--- src/rtl/byte_clock_pkg.sv ---
package byte_clock_pkg;

    // Byte clock phase states
    typedef enum logic [1:0] {
        PH_LO     = 2'd0,  // low, normal
        PH_HI     = 2'd1,  // high, normal
        PH_HI_EXT = 2'd2,  // high carried past a count restart
        PH_LO_EXT = 2'd3   // low carried past a skipped rising edge
    } phase_e;

    function automatic logic phase_is_high(input phase_e p);
        return (p == PH_HI) || (p == PH_HI_EXT);
    endfunction

endpackage

--- src/rtl/bcg_bit_counter.sv ---
module bcg_bit_counter #(
    parameter int BITS_PER_BYTE = 10,
    parameter int HIGH_BITS     = 5
) (
    input  logic clk,
    input  logic rst_n,
    input  logic reframe,
    output logic at_rise,   // next count is 0
    output logic at_fall,   // next count is HIGH_BITS
    output logic at_last    // next count is the final bit of the byte
);
    localparam int CNT_W = $clog2(BITS_PER_BYTE);
    localparam logic [CNT_W-1:0] LAST_CNT = CNT_W'(BITS_PER_BYTE - 1);
    localparam logic [CNT_W-1:0] FALL_CNT = CNT_W'(HIGH_BITS);

    logic [CNT_W-1:0] cnt_q;
    logic [CNT_W-1:0] cnt_d;

    always_comb begin
        if (reframe) begin
            cnt_d = '0;
        end else if (cnt_q == LAST_CNT) begin
            cnt_d = '0;
        end else begin
            cnt_d = cnt_q + CNT_W'(1);
        end
    end

    always_ff @(posedge clk) begin
        if (!rst_n) begin
            cnt_q <= '0;
        end else begin
            cnt_q <= cnt_d;
        end
    end

    assign at_rise = (cnt_d == '0);
    assign at_fall = (cnt_d == FALL_CNT);
    assign at_last = (cnt_d == LAST_CNT);

endmodule

--- src/rtl/bcg_phase_age.sv ---
module bcg_phase_age #(
    parameter int MIN_PHASE = 5
) (
    input  logic clk,
    input  logic rst_n,
    input  logic level_change,
    output logic age_ok
);
    localparam int AGE_W = $clog2(MIN_PHASE + 1);
    localparam logic [AGE_W-1:0] AGE_MAX = AGE_W'(MIN_PHASE);

    logic [AGE_W-1:0] age_q;

    always_ff @(posedge clk) begin
        if (!rst_n) begin
            age_q <= '0;
        end else if (level_change) begin
            age_q <= AGE_W'(1);
        end else if (age_q != AGE_MAX) begin
            age_q <= age_q + AGE_W'(1);
        end
    end

    assign age_ok = (age_q == AGE_MAX);

endmodule

--- src/rtl/bcg_phase_fsm.sv ---
module bcg_phase_fsm
    import byte_clock_pkg::*;
(
    input  logic clk,
    input  logic rst_n,
    input  logic reframe,
    input  logic at_rise,
    input  logic at_fall,
    input  logic age_ok,
    output logic level_change,
    output logic byte_clk,
    output logic upd_stb
);
    phase_e ph_q;
    phase_e ph_d;
    logic   rise_now;

    // Next-state logic
    always_comb begin
        ph_d = ph_q;
        unique case (ph_q)
            PH_LO: begin
                if (at_rise) begin
                    ph_d = age_ok ? PH_HI : PH_LO_EXT;  // T_RISE / T_SKIP_RISE
                end
            end
            PH_LO_EXT: begin
                if (at_rise && age_ok) begin
                    ph_d = PH_HI;                       // T_RISE
                end
            end
            PH_HI: begin
                if (reframe) begin
                    ph_d = PH_HI_EXT;                   // T_STRETCH_HIGH
                end else if (at_fall && age_ok) begin
                    ph_d = PH_LO;                       // T_FALL
                end
            end
            PH_HI_EXT: begin
                if (at_fall && age_ok) begin
                    ph_d = PH_LO;                       // T_FALL
                end
            end
            default: ph_d = PH_LO;
        endcase
    end

    assign level_change = phase_is_high(ph_d) != phase_is_high(ph_q);
    assign rise_now     = phase_is_high(ph_d) && !phase_is_high(ph_q);

    // State register
    always_ff @(posedge clk) begin
        if (!rst_n) begin
            ph_q <= PH_LO;
        end else begin
            ph_q <= ph_d;
        end
    end

    // Registered outputs
    always_ff @(posedge clk) begin
        if (!rst_n) begin
            byte_clk <= 1'b0;
            upd_stb  <= 1'b0;
        end else begin
            byte_clk <= phase_is_high(ph_d);
            upd_stb  <= rise_now;
        end
    end

endmodule

--- src/rtl/bcg_load_strobe.sv ---
module bcg_load_strobe (
    input  logic clk,
    input  logic rst_n,
    input  logic at_last,
    output logic load_stb
);
    always_ff @(posedge clk) begin
        if (!rst_n) begin
            load_stb <= 1'b0;
        end else begin
            load_stb <= at_last;
        end
    end
endmodule

--- src/rtl/byte_clock_gen.sv ---
module byte_clock_gen #(
    parameter int BITS_PER_BYTE = 10,
    parameter int HIGH_BITS     = 5
) (
    input  logic clk_bit,
    input  logic rst_n,
    input  logic reframe_req,
    output logic byte_clk,
    output logic load_stb,
    output logic upd_stb
);
    localparam int LOW_BITS  = BITS_PER_BYTE - HIGH_BITS;
    localparam int MIN_PHASE = (HIGH_BITS < LOW_BITS) ? HIGH_BITS : LOW_BITS;

    logic at_rise;
    logic at_fall;
    logic at_last;
    logic age_ok;
    logic level_change;

    bcg_bit_counter #(
        .BITS_PER_BYTE (BITS_PER_BYTE),
        .HIGH_BITS     (HIGH_BITS)
    ) u_cnt (
        .clk     (clk_bit),
        .rst_n   (rst_n),
        .reframe (reframe_req),
        .at_rise (at_rise),
        .at_fall (at_fall),
        .at_last (at_last)
    );

    bcg_phase_age #(
        .MIN_PHASE (MIN_PHASE)
    ) u_age (
        .clk          (clk_bit),
        .rst_n        (rst_n),
        .level_change (level_change),
        .age_ok       (age_ok)
    );

    bcg_phase_fsm u_fsm (
        .clk          (clk_bit),
        .rst_n        (rst_n),
        .reframe      (reframe_req),
        .at_rise      (at_rise),
        .at_fall      (at_fall),
        .age_ok       (age_ok),
        .level_change (level_change),
        .byte_clk     (byte_clk),
        .upd_stb      (upd_stb)
    );

    bcg_load_strobe u_ld (
        .clk      (clk_bit),
        .rst_n    (rst_n),
        .at_last  (at_last),
        .load_stb (load_stb)
    );

endmodule

--- config.mk ---
export PLATFORM = sky130hd
export DESIGN_NAME = byte_clock_gen
export DESIGN_NICKNAME = d
export VERILOG_FILES = /design/src/rtl/byte_clock_pkg.sv /design/src/rtl/bcg_bit_counter.sv /design/src/rtl/bcg_phase_age.sv /design/src/rtl/bcg_phase_fsm.sv /design/src/rtl/bcg_load_strobe.sv /design/src/rtl/byte_clock_gen.sv
export SDC_FILE = /design/constraint.sdc
export NUM_CORES = 1
export LEC_CHECK = 0
export ABC_AREA = 0
export BUFFER_PORTS_ARGS = -buffer_cell sky130_fd_sc_hd__buf_2
export CAP_MARGIN = 20
export CELL_PAD_IN_SITES_DETAIL_PLACEMENT = 1
export CELL_PAD_IN_SITES_GLOBAL_PLACEMENT = 1
export CORE_UTILIZATION = 35
export CTS_CLUSTER_SIZE = 25
export DETAILED_ROUTE_END_ITERATION = 10
export MAX_ROUTING_LAYER = met4
export PLACE_DENSITY = 0.62
export SLEW_MARGIN = 5
export SYNTH_ARGS = -nofsm -noshare
export SYNTH_HDL_FRONTEND = slang
export SYNTH_HIERARCHICAL = 1
export SYNTH_SLANG_ARGS = --single-unit
--- constraint.sdc ---
create_clock -name clk_bit -period 4 [get_ports clk_bit]
set_input_delay 0 -clock clk_bit [delete_from_list [all_inputs] [get_ports clk_bit]]
set_output_delay 0 -clock clk_bit [all_outputs]
set_load 0.01 [all_outputs]
* Word-level counts from Yosys, hierarchy flattened
Cells that the tools add are included.
Operators by class: $add $sub $neg 2, equality and inequality tests 11, mux-type cells 10, bitwise logic cells 1, reductions and logical operators 10
Operators by type and width (count):
- $mux W2 | 5
- $eq A4 B4 Y1 const B | 2
- $mux W4 | 2
- $pmux W2 S4 | 1
- $eq A2 B2 Y1 const B | 3
- $add A4 B1 Y4 const B | 1
- $eq A2 B1 Y1 const B | 2
- $eq A4 B3 Y1 const B | 1
- $logic_not A4 Y1 | 1
- $add A3 B1 Y3 const B | 1
- $eq A3 B3 Y1 const B | 1
- $logic_and A1 B1 Y1 | 3
- $ne A3 B3 Y1 const B | 1
- $logic_not A2 Y1 | 1
- $logic_or A1 B1 Y1 | 2
- $mux W1 | 2
- $reduce_bool A2 Y1 | 1
- $reduce_or A2 Y1 | 1
- $logic_not A1 Y1 | 1
- $ne A1 B1 Y1 | 1
- $not A1 Y1 | 1
Word-level totals: register bits 12, output and inout bits 3, word-level logic and storage cells 41

* Depth between registers and ports, before layout
depth in word-level cells 12, mapped depth 13

* Modules after synthesis
The synthesis kept the hierarchy.
Modules (own cells, without submodules):
- bcg_phase_fsm | instances 1, cells each 37, area an instance 334.1 um2
- bcg_bit_counter | instances 1, cells each 36, area an instance 276.5 um2
- bcg_phase_age | instances 1, cells each 16, area an instance 173.9 um2
- bcg_load_strobe | instances 1, cells each 2, area an instance 26.3 um2

* Least setup slack after synthesis
Ideal clock, no wire load.
path type register to register, from register u_cnt.cnt_q[0], to register u_age.age_q[0], library setup time 0.116 ns, arrival time 2.692 ns, required time 3.884 ns, setup slack 1.191 ns, stages on the path, launching flop included 13, buffers on the path 0, clock period less this slack 2.809 ns, path through dfxtp_1 > ha_1 > and3b_1 > o2111a_1 > or4_1 > a21boi_0 > o41ai_2 > o311ai_2 > xor2_1 > ha_1 > inv_1 > nand2b_1 > o211a_1
On the way: elaborated cells on any way between the ends 19
RTL lines:
- start, declared | line bcg_bit_counter.sv:16 | logic [CNT_W-1:0] cnt_q;
- start signal, assigned | line bcg_bit_counter.sv:33 | cnt_q <= cnt_d;
- $add A4 B1 Y4 or $eq A4 B4 Y1 (tied branches) | line bcg_bit_counter.sv:25, bcg_bit_counter.sv:22
- $mux W4 (*) | line bcg_bit_counter.sv:22 | end else if (cnt_q == LAST_CNT) begin
- $mux W4 (*) | line bcg_bit_counter.sv:20 | if (reframe) begin
- $logic_not A4 Y1 (*) | line bcg_bit_counter.sv:37 | assign at_rise = (cnt_d == '0);
- net at_rise | line byte_clock_gen.sv:15 | logic at_rise;
- $logic_and A1 B1 Y1 | line bcg_phase_fsm.sv:28 | if (at_rise && age_ok) begin
- $mux W2 | line bcg_phase_fsm.sv:28
- $pmux W2 S4 (*) | line bcg_phase_fsm.sv:21 | unique case (ph_q)
- $eq A2 B1 Y1 or $eq A2 B2 Y1 (tied branches) | line byte_clock_pkg.sv:12 | return (p == PH_HI) || (p == PH_HI_EXT);
- $logic_or A1 B1 Y1 (*) | line byte_clock_pkg.sv:12
- $ne A1 B1 Y1 (*) | line bcg_phase_fsm.sv:48 | assign level_change = phase_is_high(ph_d) != phase_is_high(ph_q);
- net level_change | line byte_clock_gen.sv:19 | logic level_change;
- $mux W1 or $reduce_bool A2 Y1 (tied branches)
- end signal, assigned | line bcg_phase_age.sv:20 | age_q <= age_q + AGE_W'(1);
- end, declared | line bcg_phase_age.sv:12 | logic [AGE_W-1:0] age_q;
The timed path passes the listed nets; every way through them passes the cells marked *. A chain may end at the register's enable or synchronous reset.

* Worst setup path after layout
Ends and elaborated chain as after synthesis.

==> results.ini <==
[routing]
first_pass_iters = 2
dr_total_vias = 628
avgRoutedWirePerCell_um = 11.92
wl_met3_um = 46
met1_length_um = 805
drc = 0
maxUsedRoutingLayer = met4
dr_wl_met2_um = 626
first_iter_violations = 3
vias_per_cell = 4.945
ant_nets = 0
detail_route.wirelength_um = 1514

[synthesis]
synth_area_leaders = dfxtp_1 (30%), ha_1 (14%), inv_1 (4.2%)
synth_simple_gate_area_share_pct = 29.94
synth_compound_area_share_pct = 17.59
synth_adder_area_share_pct = 13.89
syn_area_per_cell_um2 = 8.910
muxShareOfSynthArea_pct = 1.235
yosysTopAreaCellShare_pct = 29.63
synth_xor_area_share_pct = 2.160
yosysTopAreaCell = dfxtp_1
ys_types = 35
synth_top_family_by_area = simple AND/OR/NAND/NOR gates
synth_cells = 91
yosysSeqAreaShare_pct = 29.63
syn-num-nets = 103
netlist_area_um2 = 810.8
synth-warning-count = 6
ys_seq_elements = 12

[floorplanning]
core-area_mm2 = 0.002191
ios = 6
rows = 17
die_area_mm2 = 0.002513
die-width_um = 50.13
die-height_um = 50.13
start_util_pct = 37.01

[sta]
period_needed_ns = 3.009
tns_ns = 0
relSlewSlack_pct = 74.71
rsz0062_at_grt = no
period_share_pct = 75.22
finalWorstSetupSlack_ns = 0.9913
hold_viol_final = 0
worst_pin_slew_ns = 0.3788
timing.fmax_mhz = 332.4
setup_viol = 0
finalClockSkew_ns = 0.002791
drv_slew = 0

[clock_network]
cts_sinks = 12
clock_path_buffers = 2
htree_levels = 1
postCtsSetupRepairBufs = 0
clk_pin_slew_ns = 0.08
clock_latency_ns = 0.28
tritoncts = done
cts_root_buffer = clkbuf_4
numCtsBuffers = 3
cts_hold_buf = 0
post_cts_resized = 0

[setup_path]
reg2reg_depth = 12
crit_buf_inv = 1
cp-end-kind = flop
critical_path_class = reg2reg
cpMaxStageDelayCell = or4_1
arrival_ns = 3.19
cp_cell_sequence = ha_1 > and3b_1 > o2111a_1 > or4_1 > a21boi_0 > o41ai_2 > o311ai_2 > xor2_1 > ha_1 > inv_1 > nand2b_1 > o211a_1
slowest_delay_ns = 0.57
crit_required_ns = 4.18
crit_cells = 12
crit_fanout = 6
startpoint_type = flop
cp_common_cell = ha_1
cp_top_family = simple AND/OR/NAND/NOR gates

[place]
post_dp_cell_area_um2 = 859.6
port_buffers = 5
place.gp.congestion = 0.7690
pre_cts_ws_ns = 0.9845
placed_cells = 123
hpwl_um = 1210

[global_route]
overflow = 0
grt_first_pass_wirelength_um = 2684
antenna_found_initial = 0
grt_max_degree = 10
track_usage_pct = 14.97
first_global_vias = 640

[cells_and_area]
diodes = 0
fill_cells = 269
drive_gt1_share_pct = 15.15
area_growth_pct = 10.49
final_nets = 112
design_area_um2 = 895.9
layoutNonFillerInstCount = 127

[power_and_ir_drop]
power_mw = 0.5166
ir_worst_vdd_v = 0.0003167
p_leak_nw = 0.3958
power.density_mw_per_mm2 = 576.7

[status]
status = finished clean

[job]
cap_violations = 0

[hold_path]
hp-class = in2reg
whs_path_depth = 3

## state kept, by name (all words and copies together) (netlist names)
signal	cells
u_fsm/byte_clk	1
u_fsm/upd_stb	1
u_age/age_q	3
u_ld/load_stb	1
u_fsm/ph_q	2
u_cnt/cnt_q	4
## synth_stat cells (all sizes together)
cell	count
dfxtp	12
ha	9
inv	9
nor2	8
nand2	6
nand2b	5
and2	4
a21oi	3
nand3b	3
nor2b	3
nor3	3
a21boi	2
and3b	2
nand3	2
o211a	2
o21ai	2
a211oi	1
a221oi	1
buf	1
mux2i	1
nand4	1
nand4bb	1
nor3b	1
o2111a	1
o211ai	1
o21ba	1
o311ai	1
o41ai	1
or2b	1
or4	1
xnor2	1
xor2	1
## final cells by class
cell class / count / area (µm²) / area share [%]
timing repair buffer: 5 / 25.02 / 2.793
sequential: 12 / 240.2 / 26.82
clock buffer: 4 / 36.28 / 4.050
tap: 28 / 35.03 / 3.911
inverter: 9 / 33.78 / 3.771
multi-input combinational: 69 / 525.5 / 58.66
## routing by layer
| layer | GRT usage (%) | vias up |
|---|---|---|
| met1 | 17.96 | 284 |
| met2 | 22.44 | 7 |
| met5 | - | - |
| met3 | 3.030 | 4 |
| met4 | 10.00 | 0 |
| li1 | - | 333 |
## stage by stage
step	utilization [%]	hold slack, ns
after floorplan	-	0.1138
after global placement	39.23	0.3229
after detailed placement	39.23	0.3223
after CTS	40.89	0.01424
after global routing	40.89	0.02888
final	40.89	0.01802
## kinds of logic (layout without fill, tap and decap cells)
logic type / Yosys count / count (layout)
and+or+nand+nor: 41 / 41
AOI/OAI and AO/OA: 16 / 16
buffers and inverters: 10 / 18
DFF: 12 / 12
adders and majority gates: 9 / 9
xor gates and xnor gates: 2 / 2
muxes: 1 / 1
## power breakdown
group	total, mW	internal, mW	switching [mW]	leakage (nW)
logic	0.250	0.124	0.126	0.276
registers	0.168	0.145	0.0226	0.0985
clock network	0.0992	0.0554	0.0437	0.0210
total	0.517	0.325	0.192	0.396
## path summary, 6_finish.rpt
check / start / to / slack [ns]
max: u_cnt/cnt_q[0]$_SDFF_PN0_ / u_age/age_q[0]$_SDFFE_PN0P_ / 0.99
min: rst_n / u_cnt/cnt_q[0]$_SDFF_PN0_ / 0.02
max reg2reg: u_cnt/cnt_q[0]$_SDFF_PN0_ / u_age/age_q[0]$_SDFFE_PN0P_ / 0.99
min reg2reg: u_age/age_q[1]$_SDFFE_PP0P_ / u_age/age_q[1]$_SDFFE_PP0P_ / 0.51
## tightest hold or removal path, delay by kind of cell
kind          cells  cell delay (ns)
simple gates      2             0.10
buf+inv           1             0.15
## placed cells by master, fill, tap and decap left out, types with 2 or more instances in the layout
cell type	n
nand2b_1	5
and2_1	3
o21ai_0	2
clkbuf_4	3
nor2b_1	2
nand3b_1	3
and3b_1	2
nor2_1	8
nand2_1	6
a21oi_1	3
buf_2	5
nor3_1	2
ha_1	9
a21boi_0	2
dfxtp_1	12
o211a_1	2
inv_1	9
nand3_1	2
Note: power is estimated with default switching activity, not from simulation.
